$ cat src/rtl/dls_pkg.sv
`timescale 1ns/1ps
package dls_pkg;

  typedef enum logic [3:0] {
    ST_IDLE  = 4'd0,
    ST_CFG   = 4'd1,
    ST_ESC   = 4'd2,
    ST_BYTE  = 4'd3,
    ST_RUN   = 4'd4,
    ST_DPIX  = 4'd5,
    ST_DBYTE = 4'd6,
    ST_DESC  = 4'd7,
    ST_DREG  = 4'd8
  } seq_state_e;

  typedef struct packed {
    logic rst_reg;
    logic rst_esc;
    logic rst_byte;
    logic rst_pix;
    logic aux_en;
    logic esc_clk_en;
    logic phy_en;
    logic ready;
  } seq_out_t;

  localparam int HS_COUNT = 2;

  localparam seq_out_t OUT_IDLE = '{rst_reg: 1'b1, rst_esc: 1'b1, rst_byte: 1'b1,
                                    rst_pix: 1'b1, aux_en: 1'b0, esc_clk_en: 1'b0,
                                    phy_en: 1'b0, ready: 1'b0};

  // Handshake index 0 waits in the configuration state, index 1 in the byte state.
  function automatic seq_state_e hs_wait_state(input int idx);
    return (idx == 0) ? ST_CFG : ST_BYTE;
  endfunction

  function automatic logic in_teardown(input seq_state_e s);
    return (s == ST_DPIX) || (s == ST_DBYTE) || (s == ST_DESC) || (s == ST_DREG);
  endfunction

endpackage

$ cat src/rtl/dls_gap_timer.sv
`timescale 1ns/1ps
module dls_gap_timer #(
  parameter int GAP_W   = 4,
  parameter int DEF_GAP = 4
) (
  input  logic             clk,
  input  logic             rst_n,
  input  logic             restart,
  input  logic [GAP_W-1:0] gap_sel,
  output logic             gap_met
);
  localparam int DEF_W = $clog2(DEF_GAP + 1);
  localparam int CNT_W = ((DEF_W > GAP_W) ? DEF_W : GAP_W) + 1;

  logic [CNT_W-1:0] cnt_q;
  logic [CNT_W-1:0] eff_gap;
  logic [CNT_W-1:0] cnt_inc;

  always_comb begin
    if (gap_sel == '0) eff_gap = CNT_W'(DEF_GAP);
    else               eff_gap = {{(CNT_W-GAP_W){1'b0}}, gap_sel};
    cnt_inc = cnt_q + 1'b1;
    gap_met = (cnt_inc >= eff_gap);
  end

  // Counter stops once the spacing is met, so it never wraps.
  always_ff @(posedge clk or negedge rst_n) begin
    if (!rst_n)        cnt_q <= '0;
    else if (restart)  cnt_q <= '0;
    else if (!gap_met) cnt_q <= cnt_inc;
  end

endmodule

$ cat src/rtl/dls_hs_catch.sv
`timescale 1ns/1ps
module dls_hs_catch (
  input  logic clk,
  input  logic rst_n,
  input  logic win,
  input  logic pulse,
  output logic seen,
  output logic stray
);
  logic held_q;

  always_ff @(posedge clk or negedge rst_n) begin
    if (!rst_n)   held_q <= 1'b0;
    else if (win) held_q <= held_q | pulse;
    else          held_q <= 1'b0;
  end

  assign seen  = win & (held_q | pulse);
  assign stray = pulse & ~win;

endmodule

$ cat src/rtl/dls_ctrl.sv
`timescale 1ns/1ps
module dls_ctrl
  import dls_pkg::*;
(
  input  logic                clk,
  input  logic                rst_n,
  input  logic                en_req,
  input  logic                dis_req,
  input  logic [HS_COUNT-1:0] hs_pulse,
  input  logic                gap_met,
  output seq_state_e          state_q,
  output seq_state_e          state_d,
  output logic                restart,
  output logic                order_err
);
  logic [HS_COUNT-1:0] hs_win;
  logic [HS_COUNT-1:0] hs_seen;
  logic [HS_COUNT-1:0] hs_stray;
  logic                bad_req;

  for (genvar gi = 0; gi < HS_COUNT; gi++) begin : g_hs
    assign hs_win[gi] = (state_q == hs_wait_state(gi));
    dls_hs_catch u_catch (
      .clk   (clk),
      .rst_n (rst_n),
      .win   (hs_win[gi]),
      .pulse (hs_pulse[gi]),
      .seen  (hs_seen[gi]),
      .stray (hs_stray[gi])
    );
  end

  always_comb begin
    state_d = state_q;
    case (state_q)
      ST_IDLE:  if (en_req && !dis_req) state_d = ST_CFG;
      ST_CFG:   if (dis_req) state_d = ST_DPIX;
                else if (gap_met && hs_seen[0]) state_d = ST_ESC;
      ST_ESC:   if (dis_req) state_d = ST_DPIX;
                else if (gap_met) state_d = ST_BYTE;
      ST_BYTE:  if (dis_req) state_d = ST_DPIX;
                else if (gap_met && hs_seen[1]) state_d = ST_RUN;
      ST_RUN:   if (dis_req) state_d = ST_DPIX;
      ST_DPIX:  state_d = ST_DBYTE;
      ST_DBYTE: state_d = ST_DESC;
      ST_DESC:  state_d = ST_DREG;
      ST_DREG:  state_d = ST_IDLE;
      default:  state_d = ST_IDLE;
    endcase
  end

  always_comb begin
    bad_req = |hs_stray;
    if (en_req && ((state_q != ST_IDLE) || dis_req)) bad_req = 1'b1;
    if (dis_req && ((state_q == ST_IDLE) || in_teardown(state_q))) bad_req = 1'b1;
  end

  assign restart = (state_d != state_q);

  always_ff @(posedge clk or negedge rst_n) begin
    if (!rst_n) begin
      state_q   <= ST_IDLE;
      order_err <= 1'b0;
    end else begin
      state_q   <= state_d;
      order_err <= bad_req;
    end
  end


  teardown_bound_chk: assert property (@(posedge clk) disable iff (!rst_n)
    (state_q == ST_DREG) |=> (state_q == ST_IDLE));


  idle_dis_ignored_chk: assert property (@(posedge clk) disable iff (!rst_n)
    (state_q == ST_IDLE && dis_req) |=> (state_q == ST_IDLE));

endmodule

$ cat src/rtl/dls_out_decode.sv
`timescale 1ns/1ps
module dls_out_decode
  import dls_pkg::*;
(
  input  logic       clk,
  input  logic       rst_n,
  input  seq_state_e state_d,
  output seq_out_t   out_q
);
  seq_out_t out_d;

  always_comb begin
    out_d = out_q;
    case (state_d)
      ST_IDLE: out_d = OUT_IDLE;
      ST_CFG: begin
        out_d = OUT_IDLE;
        out_d.rst_reg    = 1'b0;
        out_d.aux_en     = 1'b1;
        out_d.esc_clk_en = 1'b1;
        out_d.phy_en     = 1'b1;
      end
      ST_ESC:  out_d.rst_esc  = 1'b0;
      ST_BYTE: out_d.rst_byte = 1'b0;
      ST_RUN: begin
        out_d.rst_pix = 1'b0;
        out_d.ready   = 1'b1;
      end
      // Teardown only ever sets resets; nothing asserted is released.
      ST_DPIX: begin
        out_d.rst_pix = 1'b1;
        out_d.phy_en  = 1'b0;
        out_d.ready   = 1'b0;
        out_d.aux_en  = 1'b1;
      end
      ST_DBYTE: out_d.rst_byte = 1'b1;
      ST_DESC: begin
        out_d.rst_esc    = 1'b1;
        out_d.esc_clk_en = 1'b0;
      end
      ST_DREG: out_d.rst_reg = 1'b1;
      default: out_d = OUT_IDLE;
    endcase
  end

  always_ff @(posedge clk or negedge rst_n) begin
    if (!rst_n) out_q <= OUT_IDLE;
    else        out_q <= out_d;
  end


  esc_after_reg_chk: assert property (@(posedge clk) disable iff (!rst_n)
    $fell(out_q.rst_esc) |-> (!out_q.rst_reg && $past(!out_q.rst_reg)));


  pix_last_chk: assert property (@(posedge clk) disable iff (!rst_n)
    $fell(out_q.rst_pix) |-> (!out_q.rst_byte && !out_q.rst_esc && !out_q.rst_reg));


  reg_last_down_chk: assert property (@(posedge clk) disable iff (!rst_n)
    $rose(out_q.rst_reg) |-> (out_q.rst_esc && out_q.rst_byte && out_q.rst_pix));


  phy_before_esc_chk: assert property (@(posedge clk) disable iff (!rst_n)
    $fell(out_q.esc_clk_en) |-> (!out_q.phy_en && $past(!out_q.phy_en)));


  aux_cover_chk: assert property (@(posedge clk) disable iff (!rst_n)
    (!out_q.rst_reg || !out_q.rst_esc || !out_q.rst_byte || !out_q.rst_pix) |-> out_q.aux_en);


  ready_clean_chk: assert property (@(posedge clk) disable iff (!rst_n)
    out_q.ready |-> !(out_q.rst_reg || out_q.rst_esc || out_q.rst_byte || out_q.rst_pix));

endmodule

$ cat src/rtl/dlink_rst_seq.sv
`timescale 1ns/1ps
module dlink_rst_seq
  import dls_pkg::*;
#(
  parameter int GAP_W   = 4,
  parameter int DEF_GAP = 4
) (
  input  logic             clk,
  input  logic             rst_n,
  input  logic             en_req,
  input  logic             dis_req,
  input  logic             cfg_done,
  input  logic             cmd_done,
  input  logic [GAP_W-1:0] step_gap,
  output logic             rst_reg,
  output logic             rst_esc,
  output logic             rst_byte,
  output logic             rst_pix,
  output logic             aux_clk_en,
  output logic             esc_clk_en,
  output logic             phy_en,
  output logic             ready,
  output logic             order_err
);
  seq_state_e state_q;
  seq_state_e state_d;
  logic       restart;
  logic       gap_met;
  seq_out_t   outs;

  dls_ctrl u_ctrl (
    .clk       (clk),
    .rst_n     (rst_n),
    .en_req    (en_req),
    .dis_req   (dis_req),
    .hs_pulse  ({cmd_done, cfg_done}),
    .gap_met   (gap_met),
    .state_q   (state_q),
    .state_d   (state_d),
    .restart   (restart),
    .order_err (order_err)
  );

  dls_gap_timer #(.GAP_W(GAP_W), .DEF_GAP(DEF_GAP)) u_gap (
    .clk     (clk),
    .rst_n   (rst_n),
    .restart (restart),
    .gap_sel (step_gap),
    .gap_met (gap_met)
  );

  dls_out_decode u_dec (
    .clk     (clk),
    .rst_n   (rst_n),
    .state_d (state_d),
    .out_q   (outs)
  );

  assign rst_reg    = outs.rst_reg;
  assign rst_esc    = outs.rst_esc;
  assign rst_byte   = outs.rst_byte;
  assign rst_pix    = outs.rst_pix;
  assign aux_clk_en = outs.aux_en;
  assign esc_clk_en = outs.esc_clk_en;
  assign phy_en     = outs.phy_en;
  assign ready      = outs.ready;


  busy_enable_flag_chk: assert property (@(posedge clk) disable iff (!rst_n)
    (en_req && aux_clk_en) |=> order_err);


  first_release_chk: assert property (@(posedge clk) disable iff (!rst_n)
    (state_q == ST_IDLE && en_req && !dis_req) |=> (!rst_reg && rst_esc && rst_byte && rst_pix));

endmodule

$ cat config.mk
export PLATFORM = sky130hd
export DESIGN_NAME = dlink_rst_seq
export DESIGN_NICKNAME = d
export VERILOG_FILES = /design/src/rtl/dls_pkg.sv /design/src/rtl/dls_gap_timer.sv /design/src/rtl/dls_hs_catch.sv /design/src/rtl/dls_ctrl.sv /design/src/rtl/dls_out_decode.sv /design/src/rtl/dlink_rst_seq.sv
export SDC_FILE = /design/constraint.sdc
export NUM_CORES = 1
export LEC_CHECK = 0
export ABC_AREA = 1
export BUFFER_PORTS_ARGS = -buffer_cell sky130_fd_sc_hd__buf_2
export CAP_MARGIN = 20
export CORE_ASPECT_RATIO = 1.5
export CORE_MARGIN = 5
export CORE_UTILIZATION = 50
export CTS_BUF_LIST = sky130_fd_sc_hd__clkbuf_16
export CTS_CLUSTER_SIZE = 14
export DETAILED_ROUTE_END_ITERATION = 7
export HOLD_SLACK_MARGIN = 0.06
export PLACE_DENSITY = 0.71
export SLEW_MARGIN = 40
export SYNTH_ARGS = -nofsm -noshare
export SYNTH_HDL_FRONTEND = slang
export SYNTH_SLANG_ARGS = --single-unit
$ cat constraint.sdc
create_clock -name clk -period 3 [get_ports clk]
set_clock_uncertainty 0.05 [all_clocks]
set_input_delay 0.45 -clock clk [delete_from_list [all_inputs] [get_ports clk]]
set_output_delay 0.45 -clock clk [all_outputs]
set_load 0.005 [all_outputs]
-- Yosys cells after proc, flatten, opt, wreduce, memory -nomap -nowiden
Index checks and enable logic that the tools add are counted.
W data, S select, Z words.
- memories kept: 0
- memory bits (read-only): 0
- bits in writable memories: 0
- input port bits: 10
- word-level logic and storage cells: 87
- output and inout port bits: 9
- flip-flop bits (word level): 20
- bits in latches: 0
- add/sub/neg operators: 1
- reductions and logical operators: 22
- shift operators: 0
- equal/unequal tests: 18
- order comparisons: 1
- divide/modulo/power cells: 0
- multipliers: 0
- mux-type cells: 24
- bitwise gates (word level): 8
- operator list (cell ; count):
    $mux W4 ; 9
    $eq A4 B3 Y1 const B ; 8
    $pmux W4 S8 ; 1
    $reduce_or A6 Y1 ; 3
    $eq A4 B2 Y1 const B ; 4
    $pmux W1 S2 ; 8
    $reduce_or A5 Y1 ; 3
    $mux W5 ; 2
    $eq A4 B1 Y1 const B ; 2
    $eq A4 B4 Y1 const B ; 2
    $logic_not A4 Y1 ; 2
    $add A5 B1 Y5 const B ; 1
    $ge A5 B4 Y1 ; 1
    $logic_and A1 B1 Y1 ; 5
    $logic_or A1 B1 Y1 ; 5
    $and A1 B1 Y1 ; 4
    $mux W1 ; 4
    $ne A4 B4 Y1 ; 1
    $reduce_bool A4 Y1 ; 1
    $reduce_or A2 Y1 ; 2
    $ne A2 B2 Y1 const B ; 1
    $not A1 Y1 ; 2
    $or A1 B1 Y1 ; 2
    $logic_not A1 Y1 ; 1

-- Depth between registers and ports, before layout
Gate-level depths: netlist (run 1).
- depth after elaboration: 10
- gate-level depth with buffers: 20
- depth with buffers taken out: 20

-- Modules after synthesis
From an unflattened synthesis (run 1), not the netlist that was laid out.
- cell total of the unflattened synthesis: 177
- area, all modules: 1287.5 um2
- by module, submodules not included (module ; cells each ; instances ; area each (um2) ; seq. area each (um2)):
    dls_ctrl ; 63 ; 1 ; 401.6 ; 125.1
    dls_out_decode ; 53 ; 1 ; 401.6 ; 205.2
    dls_gap_timer ; 49 ; 1 ; 396.6 ; 125.1
    dls_hs_catch ; 6 ; 2 ; 43.8 ; 25.0

-- Least setup slack after synthesis (run 1)
Ideal clock, no wire load.
- path type: reg-to-reg
- start point: register u_gap.cnt_q[0]
- end point: register u_dec.out_q[3] (netlist bit)
- slack: 674 ps
- data required time: 2830 ps
- library setup time: 120 ps
- stages on the path, launching flop included: 19
- arrival time: 2156 ps
- path buffers: 0
- period minus slack after synthesis: 2326 ps
- cells stage by stage: dfrtp_1 > ha_1 > ha_1 > nand2_1 > nand2_1 > nand2_1 > nand2_1 > nand2_1 > nand2_4 > nand2_4 > nand2_2 > nand3_2 > clkinv_2 > nand3_2 > nand2_2 > nor2_2 > nand2_2 > nand2_1 > nand2_1
- word-level cells in the longest chain between the ends: 9
- elaborated cells on any way between the ends: 22
- classes of those cells: 1 x add/sub; 1 x order compare; 8 x eq/ne; 8 x mux; 4 x reduce/logical
- ends and longest elaborated chain (item ; RTL line ; RTL):
    from (decl) ; dls_gap_timer.sv:15 ; logic [CNT_W-1:0] cnt_q;
    from (signal assigned) ; dls_gap_timer.sv:30 ; else if (!gap_met) cnt_q <= cnt_inc;
    $add A5 B1 Y5 (*) ; dls_gap_timer.sv:22 ; cnt_inc = cnt_q + 1'b1;
    $ge A5 B4 Y1 (*) ; dls_gap_timer.sv:23 ; gap_met = (cnt_inc >= eff_gap);
    $logic_and A1 B1 Y1, on equally long branches ; dls_ctrl.sv:42, dls_ctrl.sv:38 ;
    $mux W4, on equally long branches ; dls_ctrl.sv:42, dls_ctrl.sv:38 ;
    $mux W4, on equally long branches ; dls_ctrl.sv:41, dls_ctrl.sv:37 ;
    $pmux W4 S8 (*) ; dls_ctrl.sv:35 ; case (state_q)
    net state_d[0] ; dlink_rst_seq.sv:26 ; seq_state_e state_d;
    $eq A4 B4 Y1 (tied with other cells) ; dls_out_decode.sv:14 ; case (state_d)
    $reduce_or A6 Y1 (no source line) or $reduce_or A2 Y1 (tied branches) ; n/a ;
    $pmux W1 S2 ; dls_out_decode.sv:14 ;
    to (signal assigned) ; dls_out_decode.sv:48 ; else out_q <= out_d;
    to (decl) ; dls_out_decode.sv:8 ; output seq_out_t out_q
Mark *: on every way through the listed nets, which the timed path passes. The rest lies on a longest branch.
A chain may end at the register's enable or synchronous reset.

-- Worst setup path after layout (run 1)
Same ends and word-level chain as after synthesis.

==> results.ini, run 1 <==
[synth]
synth_top_family_by_area = simple AND/OR/NAND/NOR gates
synthXorXnorAreaFrac_pct = 2.76
synth_compound_area_share_pct = 7.00
syn_inst = 160
synth_seq_cells = 20
synthAdderAreaFrac_pct = 4.93
yosys.area_share.simple_pct = 38.9
synthMuxAreaShare_pct = 0
synthesis.nets = 175
yosys_warnings = 0
ys_types = 26
synth_area_sq_um = 1270
synth_area_per_cell_sq_um = 7.93
ys_seq_area_share_pct = 39.8

[global_route]
grt_use_met3_pct = 2.49
antenna_found_initial = 0
grt_pass1_wl_mm = 4.50
grt_pass1_vias = 1080
grt_util_met1_pct = 18.6
grt_usage_pct = 15.6
use_met2_pct = 26.7
top_usage_layer = met2
grt_max_degree = 21
grt_overflow = 0

[placement]
dpl_cell_area_sq_um = 1390
io_buffers = 18
gp_congestion = 0.854
dp_hpwl_mm = 2.03

[clocking]
root_buffer = clkbuf_16
clk_latency_ns = 0.25
tritoncts = yes
h-tree-depth = 1
cts_buffers = 3
cts_max_path_buffers = 2
path_clk_slew_ns = 0.06
cts.sinks = 20
ctsHoldBuffers = 0
cts_setup_buffers = 0
ctsResizeCount = 0

[sta]
slew_headroom_pct = 70.5
hold_violations = 0
fin_crit_sh_pct = 85.7
setup_viol = 0
fin_crit_ns = 2.57
rsz0062_at_grt = no
timing.final.max_slew_violations = 0
fmax_mhz = 389
final.setup.tns_ns = 0
tightest_slew_ns = 0.443

[worst_setup_path]
crit_start = u_gap.cnt_q[0]$_DFFE_PN0P_
reg2reg_depth = 19
critPathCaptureType = register
critPathKind = register to register
worstReg2RegStart = u_gap.cnt_q[0]$_DFFE_PN0P_
critPathCapture = u_dec.out_q[3]$_DFFE_PN0N_
arrival_ns = 2.66
cp.required_ns = 3.09
rr_endpoint = u_dec.out_q[3]$_DFFE_PN0N_
path_max_fanout = 10
regToRegSetupSlack_ns = 0.43
crit_path_start_kind = register

[floorplan]
initial_core_util_pct = 51.8
dieArea_sq_um = 3670
ios = 19
num_rows = 22
core-area_sq_um = 2450
die_x_um = 51.1
die_height_um = 71.7

[drt]
dr.first_iter.drc_count = 37
drtAntennaViolNets = 0
finalWirelength_mm = 2.56
drt-pass1-iter-count = 4
avgRoutedWirePerCell_um = 12.4
drc_errors = 0
viasPerCell = 5.17
vias = 1064

[final_layout]
finalInstanceArea_sq_um = 1490
nNetsFinal = 198
syn_to_final_growth_pct = 17.8
antenna_cells = 0
layout-drive-gt1-share_pct = 29.1

[min_path]
hold_class = input port to async pin

[run_status]
outcome = finished, final reports clean

[job]
max_cap_violations = 0

[pwr]
p_per_area_nw_per_um2 = 1220
ir_drop_mv = 0.643
p_leak_uw = 0.000794

[Yosys cell counts]
library cell   n  share of area [%]
a21oi_1        5                2.0
nand4_4        1                1.7
nand4_1        5                2.5
nand2_2        6                3.0
o211ai_1       1               0.59
nor2_2         4                2.0
o21a_1         1               0.59
nor3_1         1               0.39
nand2_1       42                 12
clkinv_2       1               0.39
nand3_2        4                3.2
nor2_4         2                1.8
xnor2_1        1               0.69
ha_1           5                4.9
dfstp_2        4                8.3
nand2_4        3                2.7
dfrtp_1       16                 32
a21oi_2        2                1.4
a31oi_1        1               0.49
xor2_1         3                2.1
o21ai_0        5                2.0
inv_2          3               0.89
nand4_2        1               0.99
nor2_1        15                4.4
nand3_1       10                3.9
inv_1         18                5.3
[area by class of cell]
cell class	count	area [sq um]
fill	220	956
tap	24	30.0
timing repair buffer	18	90.1
clock buffer	3	75.1
sequential	20	505
multi-input combinational	118	679
inverter	22	83.8
clock inverter	1	30.0
[critical path, stage by stage (launching register included)]
cell	delay (ns)
dfrtp_1	0.42
ha_1	0.34
ha_1	0.29
nand2_1	0.05
nand2_1	0.06
nand2_1	0.05
nand2_1	0.05
nand2_1	0.10
nand2_4	0.15
nand2_4	0.07
nand2_2	0.08
nand2_2	0.06
nand2_2	0.12
nand2_4	0.09
nand3_2	0.10
nand2_1	0.10
nor2_2	0.11
nand2_2	0.06
nand2_1	0.05
nand2_1	0.05
[cell families after synthesis]
logic type               after synthesis
AO/OA/AOI/OAI                         15
buffers and inverters                 22
XOR/XNOR                               4
AND/OR/NAND/NOR                       94
flip-flops                            20
adder cells (fa/ha/maj)                5
[power by group]
part	internal, uW	switching, uW	total, uW
Combinational	347	644	991
Clock	265	101	366
Sequential	392	66.8	459
[metrics by stage]
stage,power (uW),utilization [%],worst slack [ns],std cells,hold slack (ns)
3_3_place_gp,1450,56.7,0.499,202,0.369
4_1_cts,1830,61.0,0.412,206,0.103
6_report,1820,61.0,0.429,206,0.0853
2_1_floorplan,1240,-,0.674,160,0.104
3_5_place_dp,1460,56.7,0.440,202,0.371
5_1_grt,1990,61.0,0.234,206,0.124
[sequential cells by signal (all words and copies together) (netlist names)]
| register | count |
|---|---|
| u_dec.out_q | 8 |
| u_ctrl.g_hs.u_catch.held_q | 2 |
| u_ctrl.order_err | 1 |
| u_ctrl.state_q | 4 |
| u_gap.cnt_q | 5 |
[placed cells by master, fill, tap and decap left out]
cell type	synthesis	layout
xnor2_1	1	1
a21oi_2	2	2
inv_2	3	3
nand2_1	42	42
nor3_1	1	1
nand2_2	6	6
o21a_1	1	1
o21ai_0	5	5
nand4_2	1	1
dfstp_2	4	4
clkbuf_16	0	3
nor2_4	2	2
a21oi_1	5	5
nand2_4	3	3
nand3_1	10	10
nor2_2	4	4
buf_2	0	18
clkinv_2	1	1
a31oi_1	1	1
xor2_1	3	3
nand4_4	1	1
nand3_2	4	4
dfrtp_1	16	16
nor2_1	15	15
ha_1	5	5
inv_1	18	18
nand4_1	5	5
bufinv_16	0	1
o211ai_1	1	1
[worst min-delay path by stage]
| stage | endpoint | start |
|---|---|---|
| 2_1_floorplan | u_ctrl.g_hs[0].u_catch.held_q$_DFF_PN0_ | rst_n |
| 3_3_place_gp | u_ctrl.order_err$_DFF_PN0_ | rst_n |
| 3_5_place_dp | u_ctrl.order_err$_DFF_PN0_ | rst_n |
| 4_1_cts | u_ctrl.order_err$_DFF_PN0_ | rst_n |
| 5_1_grt | u_ctrl.order_err$_DFF_PN0_ | rst_n |
| 6_report | u_ctrl.order_err$_DFF_PN0_ | rst_n |
[metal layers]
metal	vias up	wire, um
met5	-	0
met4	0	64
met3	7	120
met2	27	1300
met1	471	1080
li1	559	-
No activity file was read; power rests on OpenSTA's default activity.
==> run 2: changes to the inputs <==
- CORE_UTILIZATION: 50 -> 40
- MAX_ROUTING_LAYER: not set -> met4
- PLACE_DENSITY: 0.71 -> not set
==> run 2 against run 1 <==
Worst setup slack gained 0.025 ns. Largest power group unchanged. Sequential cell count is the same. Die area grew 21%. First-iteration DRC count shrank 62%. Core utilization shrank 13 points. Maximum frequency grew 0.96%. Routed wire length grew 1.4%. Non-clock buffer count is the same. Final cell count grew 7.8%. Sequential share of layout area grew 0.14 points.
==> results.ini, run 2 (same netlist as run 1, synthesis figures left out) <==
[run_status]
outcome = finished, final reports clean

[job]
max_cap_violations = 0

[clocking]
cts_setup_buffers = 0
cts_buffers = 3
cts.sinks = 20
cts_max_path_buffers = 2
ctsHoldBuffers = 0
root_buffer = clkbuf_16
tritoncts = yes
path_clk_slew_ns = 0.05
h-tree-depth = 1
clk_latency_ns = 0.25
ctsResizeCount = 0

[final_layout]
syn_to_final_growth_pct = 17.3
top_regs = u_dec.out_q: 8 flops, u_gap.cnt_q: 5 flops, u_ctrl.state_q: 4 flops
largest_reg_flops = 8
final_cell_mix = 42 x nand2_1, 18 x inv_1, 18 x buf_2
fill_cells = 307
layout-drive-gt1-share_pct = 28.6
top_register = u_dec.out_q
final_core_util_pct = 48.0
area.sequential_sq_um = 505
multiInputGateArea_sq_um = 679
nNetsFinal = 198
antenna_cells = 0
layout_commonest_cell = nand2_1

[drt]
avgRoutedWirePerCell_um = 11.7
drtAntennaViolNets = 0
viasPerCell = 4.85
drt-pass1-iter-count = 4
dr.first_iter.drc_count = 14
drc_errors = 0
vias = 1077
finalWirelength_mm = 2.59

[floorplan]
initial_core_util_pct = 41.0
die_x_um = 56.0
die_height_um = 79.0
core-area_sq_um = 3100
dieArea_sq_um = 4420
ios = 19
num_rows = 25

[sta]
rsz0062_at_grt = no
slew_headroom_pct = 70.6
tightest_slew_ns = 0.441
hold_violations = 0
fmax_mhz = 393
setup_viol = 0
fin_crit_sh_pct = 84.9
fin_crit_ns = 2.55
timing.final.max_slew_violations = 0
final.setup.tns_ns = 0

[worst_setup_path]
slowest_delay_ns = 0.41
critPathCaptureType = register
worstReg2RegStart = u_gap.cnt_q[0]$_DFFE_PN0P_
crit_start = u_gap.cnt_q[0]$_DFFE_PN0P_
rr_endpoint = u_gap.cnt_q[2]$_DFFE_PN0P_
crit_path_start_kind = register
cp.required_ns = 3.12
regToRegSetupSlack_ns = 0.45
critPathMostFrequentCell = nand2_1
cpMaxStageDelayCell = dfrtp_1
arrival_ns = 2.67
path_max_fanout = 10
critPathKind = register to register
reg2reg_depth = 12
path_cells = ha_1 -> xor2_1 -> ha_1 -> nand2_1 -> nand2_1 -> nand2_1 -> nand2_4 -> nand2_4 -> nand4_4 -> o21ai_0 -> nand4_1 -> a21oi_1

[global_route]
grt_pass1_wl_mm = 4.86
grt_max_degree = 21
grt_overflow = 0
grt_pass1_vias = 1176
grt_usage_pct = 13.9
antenna_found_initial = 0

[placement]
gp_congestion = 0.892
io_buffers = 18
dp_hpwl_mm = 2.12

[pwr]
p_leak_uw = 0.000781
ir_drop_mv = 0.586
p_per_area_nw_per_um2 = 1160

[min_path]
hold_class = input port to async pin

==> run 2: changes by cell type in the layout (fill, tap and decap cells not counted), sizes merged <==
cell	before	now
bufinv	1	0
clkinv	1	2
==> run 2: layout make-up <==
| type | count | share of cell area, % |
|---|---|---|
| tap | 40 | 3.36 |
| inverter | 22 | 5.63 |
| clock inverter | 1 | 0.252 |
| clock buffer | 3 | 5.05 |
| sequential | 20 | 34.0 |
| timing repair buffer | 18 | 6.06 |
| multi-input combinational | 118 | 45.7 |
==> run 2: power by group <==
part	total [uW]	leakage, uW	internal [uW]	switching, uW
Sequential	456	0.000248	392	63.3
Combinational	997	0.000495	348	649
Clock	269	0.0000385	177	91.4
Total	1720	0.000781	918	804
==> run 2: per-layer routing <==
metal	up-vias	global-route usage [%]	wire length, um
li1	556	-	-
met1	495	14.9	1040
met2	20	25.3	1430
met3	6	2.28	75
met4	0	5.46	47
met5	-	-	0
==> run 2: critical path, delay by kind of cell (launching register included) <==
kind,cells,cell delay [ns]
AND/OR/NAND/NOR,7,0.84
adder cells (fa/ha/maj),2,0.53
AO/OA/AOI/OAI,2,0.43
XOR/XNOR,1,0.21
flip-flops,1,0.41
==> run 2: worst max path at each step <==
stage               slack, ns  depth (start not counted)                         end
finish                   0.45                         12  u_gap.cnt_q[2]$_DFFE_PN0P_
global route             0.11                         13  u_gap.cnt_q[1]$_DFFE_PN0P_
CTS                      0.40                         13  u_gap.cnt_q[2]$_DFFE_PN0P_
detailed placement       0.41                         12  u_gap.cnt_q[2]$_DFFE_PN0P_
global placement         0.45                         13  u_gap.cnt_q[2]$_DFFE_PN0P_
floorplan                0.67                         18  u_dec.out_q[3]$_DFFE_PN0N_
==> run 2: through the flow <==
stage	cells	power, uW	hold WS (ns)	setup WS, ns	area (sq um)
3_3_place_gp	218	1460	0.371	0.451	1410
4_1_cts	222	1750	0.106	0.397	1490
5_1_grt	222	1920	0.127	0.105	1490
2_1_floorplan	160	1240	0.104	0.674	1270
6_report	222	1720	0.0898	0.454	1490
3_5_place_dp	218	1470	0.374	0.412	1410
